--- config.mk ---
export PLATFORM = sky130hd
export DESIGN_NAME = frame_builder
export DESIGN_NICKNAME = d
export VERILOG_FILES = /design/src/rtl/fb_pkg.sv /design/src/rtl/fb_sync_rom.sv /design/src/rtl/fb_sequencer.sv /design/src/rtl/frame_builder.sv
export SDC_FILE = /design/constraint.sdc
export NUM_CORES = 1
export LEC_CHECK = 0
export BUFFER_PORTS_ARGS = -buffer_cell sky130_fd_sc_hd__buf_2
export CELL_PAD_IN_SITES_DETAIL_PLACEMENT = 0
export CELL_PAD_IN_SITES_GLOBAL_PLACEMENT = 2
export CORE_MARGIN = 4
export CORE_UTILIZATION = 29
export CTS_CLUSTER_DIAMETER = 40
export CTS_CLUSTER_SIZE = 24
export DETAILED_ROUTE_END_ITERATION = 10
export HOLD_SLACK_MARGIN = 0.1
export PLACE_DENSITY_LB_ADDON = 0.1
export SLEW_MARGIN = 25
export SYNTH_ARGS = -nofsm -noshare
export SYNTH_HDL_FRONTEND = slang
export SYNTH_HIERARCHICAL = 1
export SYNTH_SLANG_ARGS = --single-unit
export TNS_END_PERCENT = 50
--- constraint.sdc ---
create_clock -name clk -period 1.89 [get_ports clk]
set_clock_uncertainty 0.2 [all_clocks]
set_input_delay 0.4725 -clock clk [delete_from_list [all_inputs] [get_ports clk]]
set_output_delay 0.4725 -clock clk [all_outputs]
set_load 0.05 [all_outputs]
--- src/rtl/fb_pkg.sv ---
package fb_pkg;

    // One 13-bit Barker sequence, leftmost bit sent first
    localparam logic [12:0] BARKER13 = 13'b1111100110101;
    localparam int unsigned BARKER_LEN = 13;

    typedef enum logic [1:0] {
        PH_IDLE = 2'd0,
        PH_SYNC = 2'd1,
        PH_BODY = 2'd2
    } phase_t;

    // Sync bit as a signed sample: +1 for 1, -1 for 0 (single bit passes as is)
    function automatic logic [31:0] sync_level(input logic b, input int unsigned w);
        if (w == 1)
            return {31'd0, b};
        return b ? 32'd1 : 32'hFFFF_FFFF;
    endfunction

endpackage

--- src/rtl/fb_sync_rom.sv ---
module fb_sync_rom #(
    parameter int unsigned DATA_W   = 1,
    parameter int unsigned SYNC_REP = 2,
    parameter int unsigned POS_W    = 8
) (
    input  logic [POS_W-1:0]  pos,
    output logic [DATA_W-1:0] sample
);
    import fb_pkg::*;

    localparam int unsigned SYNC_LEN = BARKER_LEN * SYNC_REP;
    localparam logic [SYNC_LEN-1:0] PATTERN = {SYNC_REP{BARKER13}};

    logic bit_now;

    always_comb begin
        bit_now = 1'b0;
        for (int i = 0; i < SYNC_LEN; i++) begin
            if (int'(pos) == i)
                bit_now = PATTERN[SYNC_LEN-1-i];
        end
    end

    generate
        if (DATA_W == 1) begin : g_bit
            assign sample = bit_now;
        end else begin : g_word
            logic [31:0] lvl;
            assign lvl    = sync_level(bit_now, DATA_W);
            assign sample = lvl[DATA_W-1:0];
        end
    endgenerate

endmodule

--- src/rtl/fb_sequencer.sv ---
module fb_sequencer #(
    parameter int unsigned SYNC_LEN  = 26,
    parameter int unsigned FRAME_LEN = 200,
    parameter int unsigned POS_W     = 8
) (
    input  logic             clk,
    input  logic             rst,
    input  logic             start,
    input  logic             dst_full,
    input  logic             src_empty,
    output fb_pkg::phase_t   phase,
    output logic [POS_W-1:0] pos,
    output logic             fire,
    output logic             done
);
    import fb_pkg::*;

    localparam logic [POS_W-1:0] LAST_POS = POS_W'(FRAME_LEN - 1);
    localparam logic [POS_W-1:0] SYNC_END = POS_W'(SYNC_LEN - 1);

    phase_t phase_q;
    logic [POS_W-1:0] pos_q;
    logic done_q;

    always_comb begin
        unique case (phase_q)
            PH_SYNC: fire = !dst_full;
            PH_BODY: fire = !dst_full && !src_empty;
            default: fire = 1'b0;
        endcase
    end

    always_ff @(posedge clk) begin
        if (rst) begin
            phase_q <= PH_IDLE;
            pos_q   <= '0;
            done_q  <= 1'b0;
        end else begin
            done_q <= 1'b0;
            if (phase_q == PH_IDLE) begin
                if (start) begin
                    phase_q <= PH_SYNC;
                    pos_q   <= '0;
                end
            end else if (fire) begin
                if (pos_q == LAST_POS) begin
                    phase_q <= PH_IDLE;
                    pos_q   <= '0;
                    done_q  <= 1'b1;
                end else begin
                    pos_q <= pos_q + 1'b1;
                    if (pos_q == SYNC_END)
                        phase_q <= PH_BODY;
                end
            end
        end
    end

    assign phase = phase_q;
    assign pos   = pos_q;
    assign done  = done_q;


    hold_on_stall_chk: assert property (@(posedge clk) disable iff (rst)
        (phase_q != PH_IDLE && !fire) |=> ($stable(pos_q) && $stable(phase_q)));


    done_single_chk: assert property (@(posedge clk) disable iff (rst)
        done_q |=> !done_q);


    done_idle_chk: assert property (@(posedge clk) disable iff (rst)
        done_q |-> (phase_q == PH_IDLE));


    busy_start_chk: assert property (@(posedge clk) disable iff (rst)
        (phase_q != PH_IDLE && start && !fire) |=> (phase_q != PH_IDLE));

endmodule

--- src/rtl/frame_builder.sv ---
module frame_builder #(
    parameter int unsigned DATA_W   = 1,
    parameter int unsigned SYNC_REP = 2,
    parameter int unsigned BODY_LEN = 174
) (
    input  logic              clk,
    input  logic              rst,
    input  logic              start,
    output logic              idle,
    output logic              done,
    input  logic [DATA_W-1:0] src_data,
    input  logic              src_empty,
    output logic              src_rd,
    output logic [DATA_W-1:0] dst_data,
    input  logic              dst_full,
    output logic              dst_wr
);
    import fb_pkg::*;

    localparam int unsigned SYNC_LEN  = BARKER_LEN * SYNC_REP;
    localparam int unsigned FRAME_LEN = SYNC_LEN + BODY_LEN;
    localparam int unsigned POS_W     = $clog2(FRAME_LEN);

    phase_t phase;
    logic [POS_W-1:0] pos;
    logic fire;
    logic [DATA_W-1:0] sync_word;

    fb_sequencer #(
        .SYNC_LEN (SYNC_LEN),
        .FRAME_LEN(FRAME_LEN),
        .POS_W    (POS_W)
    ) u_seq (
        .clk      (clk),
        .rst      (rst),
        .start    (start),
        .dst_full (dst_full),
        .src_empty(src_empty),
        .phase    (phase),
        .pos      (pos),
        .fire     (fire),
        .done     (done)
    );

    fb_sync_rom #(
        .DATA_W  (DATA_W),
        .SYNC_REP(SYNC_REP),
        .POS_W   (POS_W)
    ) u_rom (
        .pos   (pos),
        .sample(sync_word)
    );

    assign idle     = (phase == PH_IDLE);
    assign dst_wr   = fire;
    assign src_rd   = fire && (phase == PH_BODY);
    assign dst_data = (phase == PH_BODY) ? src_data : sync_word;


    rd_with_wr_chk: assert property (@(posedge clk) disable iff (rst)
        src_rd |-> (dst_wr && !src_empty));


    no_overflow_chk: assert property (@(posedge clk) disable iff (rst)
        dst_full |-> (!dst_wr && !src_rd));


    no_sync_read_chk: assert property (@(posedge clk) disable iff (rst)
        (phase == PH_SYNC) |-> !src_rd);


    idle_quiet_chk: assert property (@(posedge clk) disable iff (rst)
        idle |-> (!dst_wr && !src_rd));

endmodule

# Word level (Yosys, flattened, before mapping)
# Index checks and enable logic that the tools add are counted.
[word_totals]
reg_bits = 11
latchBits = 0
mem_bits_rw = 0
mem_bits_ro = 0
in_bits = 6
out_inout_bits = 5
wordCells = 84
n_memories = 0
[classes]
addsub = 1
multipliers = 0
div_mod_pow = 0
order_cmp = 0
n_eq_ne = 30
n_shift = 0
mux = 38
bitwise_logic = 1
n_reduce_logical = 11
[op_table]
columns = ["op", "count"]
rows = [
  ["8-bit by 6-bit equality test with 1-bit output (second input constant)", 10],
  ["8-bit by 5-bit equality test with 1-bit output (second input constant)", 9],
  ["8-bit by 4-bit equality test with 1-bit output (second input constant)", 4],
  ["8-bit two-way mux", 4],
  ["1-bit two-way mux", 28],
  ["8-bit by 3-bit equality test with 1-bit output (second input constant)", 2],
  ["2-bit two-way mux", 5],
  ["8-bit by 1-bit adder with 8-bit output (second input constant)", 1],
  ["8-bit by 2-bit equality test with 1-bit output (second input constant)", 1],
  ["8-bit equality test (second input constant)", 1],
  ["8-bit zero test", 1],
  ["3-bit AND reduction", 1],
  ["3-bit nonzero test", 1],
  ["3-bit OR reduction", 1],
  ["2-bit by 1-bit equality test with 1-bit output (second input constant)", 1],
  ["2-bit equality test (second input constant)", 1],
  ["1-bit logical AND", 2],
  ["1-bit zero test", 2],
  ["2-bit zero test", 1],
  ["2-bit inequality test (second input constant)", 1],
  ["1-bit one-hot mux with 2 select lines", 1],
  ["2-bit AND reduction", 1],
  ["2-bit nonzero test", 1],
  ["1-bit NOT", 1],
]

# Longest topological paths before layout
[logic_depth]
ltp_word = 28
mapped_depth = 7
mapped_depth_nobuf = 6

# Cells and area by module
# Netlist, hierarchy kept.
[by_module_without_submodules]
columns = ["mod", "n_inst", "cells_each", "area_per_inst_um2", "seq_area_each_um2"]
rows = [
  ["fb_sequencer", 1, 75, 654.4, 220.2],
  ["fb_sync_rom", 1, 10, 70.1, 0.0],
  ["frame_builder", 1, 4, 40.0, 0.0],
]

# Least setup slack after synthesis
# OpenSTA, ideal clock, no wires.
[synth_timing]
path_kind = "flip-flop to output port"
start = "register u_seq.phase_q[0], in the netlist u_seq/phase[0]"
end = "output port src_rd"
t_arrival_ns = 2.576
slack_ns = -1.359
path_stages_with_launch = 7
path_buffers = 0
path_cell_list = "dfxtp_1 inv_1 ha_1 nor2b_1 nor2_1 nor3b_1 and2_2"
[synth_via]
elab_chain_len = 3
word_cells_on_any_way = 4
classes_between = "eq/ne: 2; mux: 1; reduce/logical: 1"
[synth_rtl]
columns = ["item", "line_no", "rtl"]
rows = [
  ["start, declared", "fb_sequencer.sv:21", "phase_t phase_q;"],
  ["start signal, assigned", "fb_sequencer.sv:35", "phase_q <= PH_IDLE;"],
  ["start signal, assigned", "fb_sequencer.sv:42", "phase_q <= PH_SYNC;"],
  ["start signal, assigned", "fb_sequencer.sv:47", "phase_q <= PH_IDLE;"],
  ["2-bit equality test or 2-bit by 1-bit equality test with 1-bit output (tied branches)", "fb_sequencer.sv:26", "unique case (phase_q)"],
  ["1-bit one-hot mux with 2 select lines (*)", "fb_sequencer.sv:26", ""],
  ["net dst_wr", "frame_builder.sv:16", "output logic dst_wr"],
  ["1-bit logical AND (*)", "frame_builder.sv:56", "assign src_rd = fire && (phase == PH_BODY);"],
  ["end, declared", "frame_builder.sv:13", "output logic src_rd,"],
]
# Mark *: on every way through the listed nets, which the timed path passes. The rest lies on a longest branch.

# Worst setup path after layout
[layout_timing]
start = "register u_seq.pos_q[7], in the netlist u_seq/pos[7]"
end = "output port dst_data"
[layout_via]
elab_chain_len = 28
word_cells_on_any_way = 53
classes_between = "eq/ne: 25; mux: 27; reduce/logical: 1"
[layout_rtl]
columns = ["item", "line_no", "rtl"]
rows = [
  ["start, declared", "fb_sequencer.sv:22", "logic [POS_W-1:0] pos_q;"],
  ["start signal, assigned", "fb_sequencer.sv:51", "pos_q <= pos_q + 1'b1;"],
  ["8-bit zero test", "fb_sync_rom.sv:19", "if (int'(pos) == i)"],
  ["1-bit two-way mux (25 in a row)", "fb_sync_rom.sv:19", ""],
  ["1-bit two-way mux (*)", "fb_sync_rom.sv:19", ""],
  ["net sync_word", "frame_builder.sv:27", "logic [DATA_W-1:0] sync_word;"],
  ["1-bit two-way mux (*)", "frame_builder.sv:57", "assign dst_data = (phase == PH_BODY) ? src_data : sync_word;"],
  ["end, declared", "frame_builder.sv:14", "output logic [DATA_W-1:0] dst_data,"],
]
# Marks and branches as above.

==> results by stage <==
Hold path:
- The worst hold path belongs to the class in2reg.

Timing:
- Setup violations remaining at the end of the flow were counted as 7.
- The final worst-path cycle share is 1.18.
- The final hold slack is 207 ps.
- Timing would allow up to 447 MHz.
- The final worst slack is -347 ps.
- The final number of hold-violating endpoints is 0.
- The final critical path time including I/O delays and setup is 2240 ps.
- Setup repair after global routing could not meet its margin everywhere.
- The actual transition at the worst max-transition pin is 407 ps.
- The worst pin sits at a relative slew slack of 0.728.
- The max-slew violation count is 0.

Job:
- The tool flagged a number of max-cap violations equal to 0.

Cells and area:
- The layout-stage area growth over the synthesis result is 74.1%.
- 0 antenna diodes ended up in the layout.
- For this run, the post-layout net count is 146.
- In the final layout, the share of cells above drive strength 1 is 0.597.
- Once layout is complete, the cells apart from fillers number 164.
- The most common cell after layout, fill and taps aside is buf_4.
- The library cells used most frequently in the layout, excluding fill and tap cells, are buf_4 (30), nand3_1 (8), dfxtp_2 (7).

Logic synthesis:
- For this run, asynchronously set or reset flops after synthesis account for 0.
- The mean instance size in the synthesized netlist is 8.59 um2.
- The cell area that synthesis handed to floorplanning was 764 um2.
- Among all flip-flop cells after synthesis, the most frequent one is dfxtp_1.
- The largest total area in the synthesized netlist belongs to dfxtp_1.
- By area the synthesized netlist is led by dfxtp_1 (29%), ha_1 (8.2%), a31oi_1 (6.5%).
- Synthesis handed over a netlist of 89 instances.
- The share of the Yosys chip area taken by registers is 0.288.
- The number of storage elements in the synthesis netlist is 11.
- The count of warnings emitted by yosys is 6.
- The netlist uses 36 different library cells.
- Of the post-synthesis cell area, the dominant cell type holds 0.288.
- The number of flops mapped to enable cells by yosys is 0.
- When the netlist entered floorplanning its net count stood at 100.

Status:
- The flow ran to the end, but the final reports show violations.
- The final reports fail on negative setup slack.

GRT:
- The number of antenna violations at the first check in global routing is 0.
- The largest net degree at the start of global routing is 12.
- The number of global-route vias before repair is 896.
- Across every metal layer, demand over resource in global routing totals 0.151.
- The first global-routing pass estimated 4030 um of wire.
- Global routing finished with a remaining overflow of 0.

Setup path:
- The terminus of the critical flop-to-flop path is u_seq/pos[5].
- The critical path starts at u_seq/pos[7].
- In this run the worst path has a maximum fanout of 2.
- The worst register-to-register path has a depth of 7.
- The flop-to-flop setup slack is -120 ps.
- STA classifies the critical path endpoint as an output pin.
- Data on the critical path is required at its endpoint by 1220 ps.
- The class of the most critical setup path is reg2out.
- The startpoint of the most critical register-to-register path is u_seq/phase[0].
- The most critical setup path has its endpoint at dst_data.
- STA classifies the critical path startpoint as a flop.
- The endpoint arrival time on the critical path is 1560 ps.

Route:
- The vias after detailed routing is 889.
- The number of vias per cell after detailed routing is 5.42.
- The number of nets still failing antenna checks after routing is 0.
- The detailed router finished its first iteration with 24 violations.
- After detailed routing, the number of remaining DRC violations is 0.
- The wire length per cell after detailed routing is 14.2 um.
- The total length of routed wires is 2320 um.
- The first detailed-routing pass took 5 iterations.

Clocking:
- The hold buffer count at cts is 0.
- The clock root buffer is clkbuf_4.
- Clock-pin slew was measured on the worst setup and hold paths at 70 ps.
- The number of levels in the clock H-tree is 1.
- CTS saw 11 sinks.
- The clock tree from TritonCTS is yes.
- The number of buffers between clock root and the deepest sink is 2.
- The later pin in the worst-skew pair is clocked with a latency of 260 ps.
- The number of buffers created by CTS is 3.

Placed design:
- The number of port buffers is 10.
- Timing analysis after detailed placement gives a worst setup slack of -160 ps.
- The number of placed instances, taps included, is 151.
- The HPWL after detailed placement is 1630 um.
- At the end of routability-driven placement, the weighted congestion stood at 0.750.

Floorplan:
- The die boundary height is 59.3 um.
- 11 I/O pins were placed.
- From left edge to right edge, the die measures 59.3 um.
- The region available for standard cell placement spans 2500 um2.
- The area enclosed by the die boundary is 3520 um2.
- The cell row count is 18.
- The initial cell density of the core is 0.306.

Pwr:
- The total leakage power is 0.517 nW.
- For this design the ratio of total power to cell area is 376 nW/um2.
- VDD sags by at most 0.235 mV.
- The total power of the final layout is 0.000500 W.
==> critical path, stage by stage, from the launching register on <==
cell and delay (ps):
dfxtp_2 320, or3_4 370, a31oi_1 150, o311a_1 180, mux2_4 150, buf_8 140
==> how the worst min path moves through the flow <==
stage / start / endpoint / cells after the start
after floorplan: u_seq/phase[0] / u_seq/phase[0] / 2
after global placement: u_seq/phase[0] / u_seq/phase[0] / 3
after detailed placement: u_seq/phase[0] / u_seq/phase[0] / 3
after CTS: start / u_seq/pos[2] / 2
after global routing: start / u_seq/pos[2] / 2
final: start / u_seq/pos[2] / 2
==> through the flow <==
step	setup TNS [ps]	instance area [um2]	util
3_5_place_dp	-797	1050	0.420
4_1_cts	-1070	1240	0.495
6_report	-1260	1330	0.533
3_3_place_gp	-821	1050	0.420
2_1_floorplan	-544	788	-
5_1_grt	-2220	1330	0.533
==> Yosys cell counts (2+ instances only) <==
cell type and count:
a211oi_1 3, a21oi_1 5, a31oi_1 8, and3_1 2
clkbuf_1 2, dfxtp_1 11, ha_1 5, inv_1 6
nand2_1 2, nand3_1 8, nand3b_1 2, nand4_1 4
nand4b_1 2, nor2_1 2, nor3b_1 4, or3_1 3
==> cell type report <==
class	count	area (um2)
Fill cell	223	1170
Multi-Input combinational cell	69	644
Sequential cell	11	233
Clock buffer	4	26.3
Inverter	6	25.0
Timing Repair Buffer	44	365
Tap cell	30	37.5
==> where the power goes <==
group	internal, W	leakage, nW	switching [W]
clock network	0.0000815	0.0150	0.0000751
logic	0.0000522	0.409	0.0000569
registers	0.000233	0.0930	0.00000202
==> what timing repair did <==
item                                   4_1_cts  5_1_grt
setup endpoints to repair                   12       14
cloned                                       0        0
buffers inserted                             8        2
gates resized for setup                     24       17
pin swaps                                    6       11
endpoints found under the hold margin        0        0
==> registers in the layout (all words and copies together), names as in the netlist <==
register	flops
u_seq/pos	8
u_seq/done	1
u_seq/phase	2
==> cell families (layout without fill, tap and decap cells) <==
family | Yosys count | in the layout | synth area share
mux | 1 | 1 | 0.0196
buf+inv | 9 | 54 | 0.0458
xor+xnor | 1 | 1 | 0.0115
flops | 11 | 11 | 0.288
simple gates | 40 | 40 | 0.362
fa+ha+maj | 5 | 5 | 0.0818
compound gates | 22 | 22 | 0.192
==> routing by layer <==
metal  GRT usage  part of all wire  wire [um]  up-vias
met1       0.189              0.46       1070      419
met2       0.240              0.45       1050       27
li1            -                 -          -      435
met3      0.0370             0.060        139        8
met5           0                 0          0        -
met4      0.0744             0.025         57        0
No activity file was read; power rests on OpenSTA's default activity.
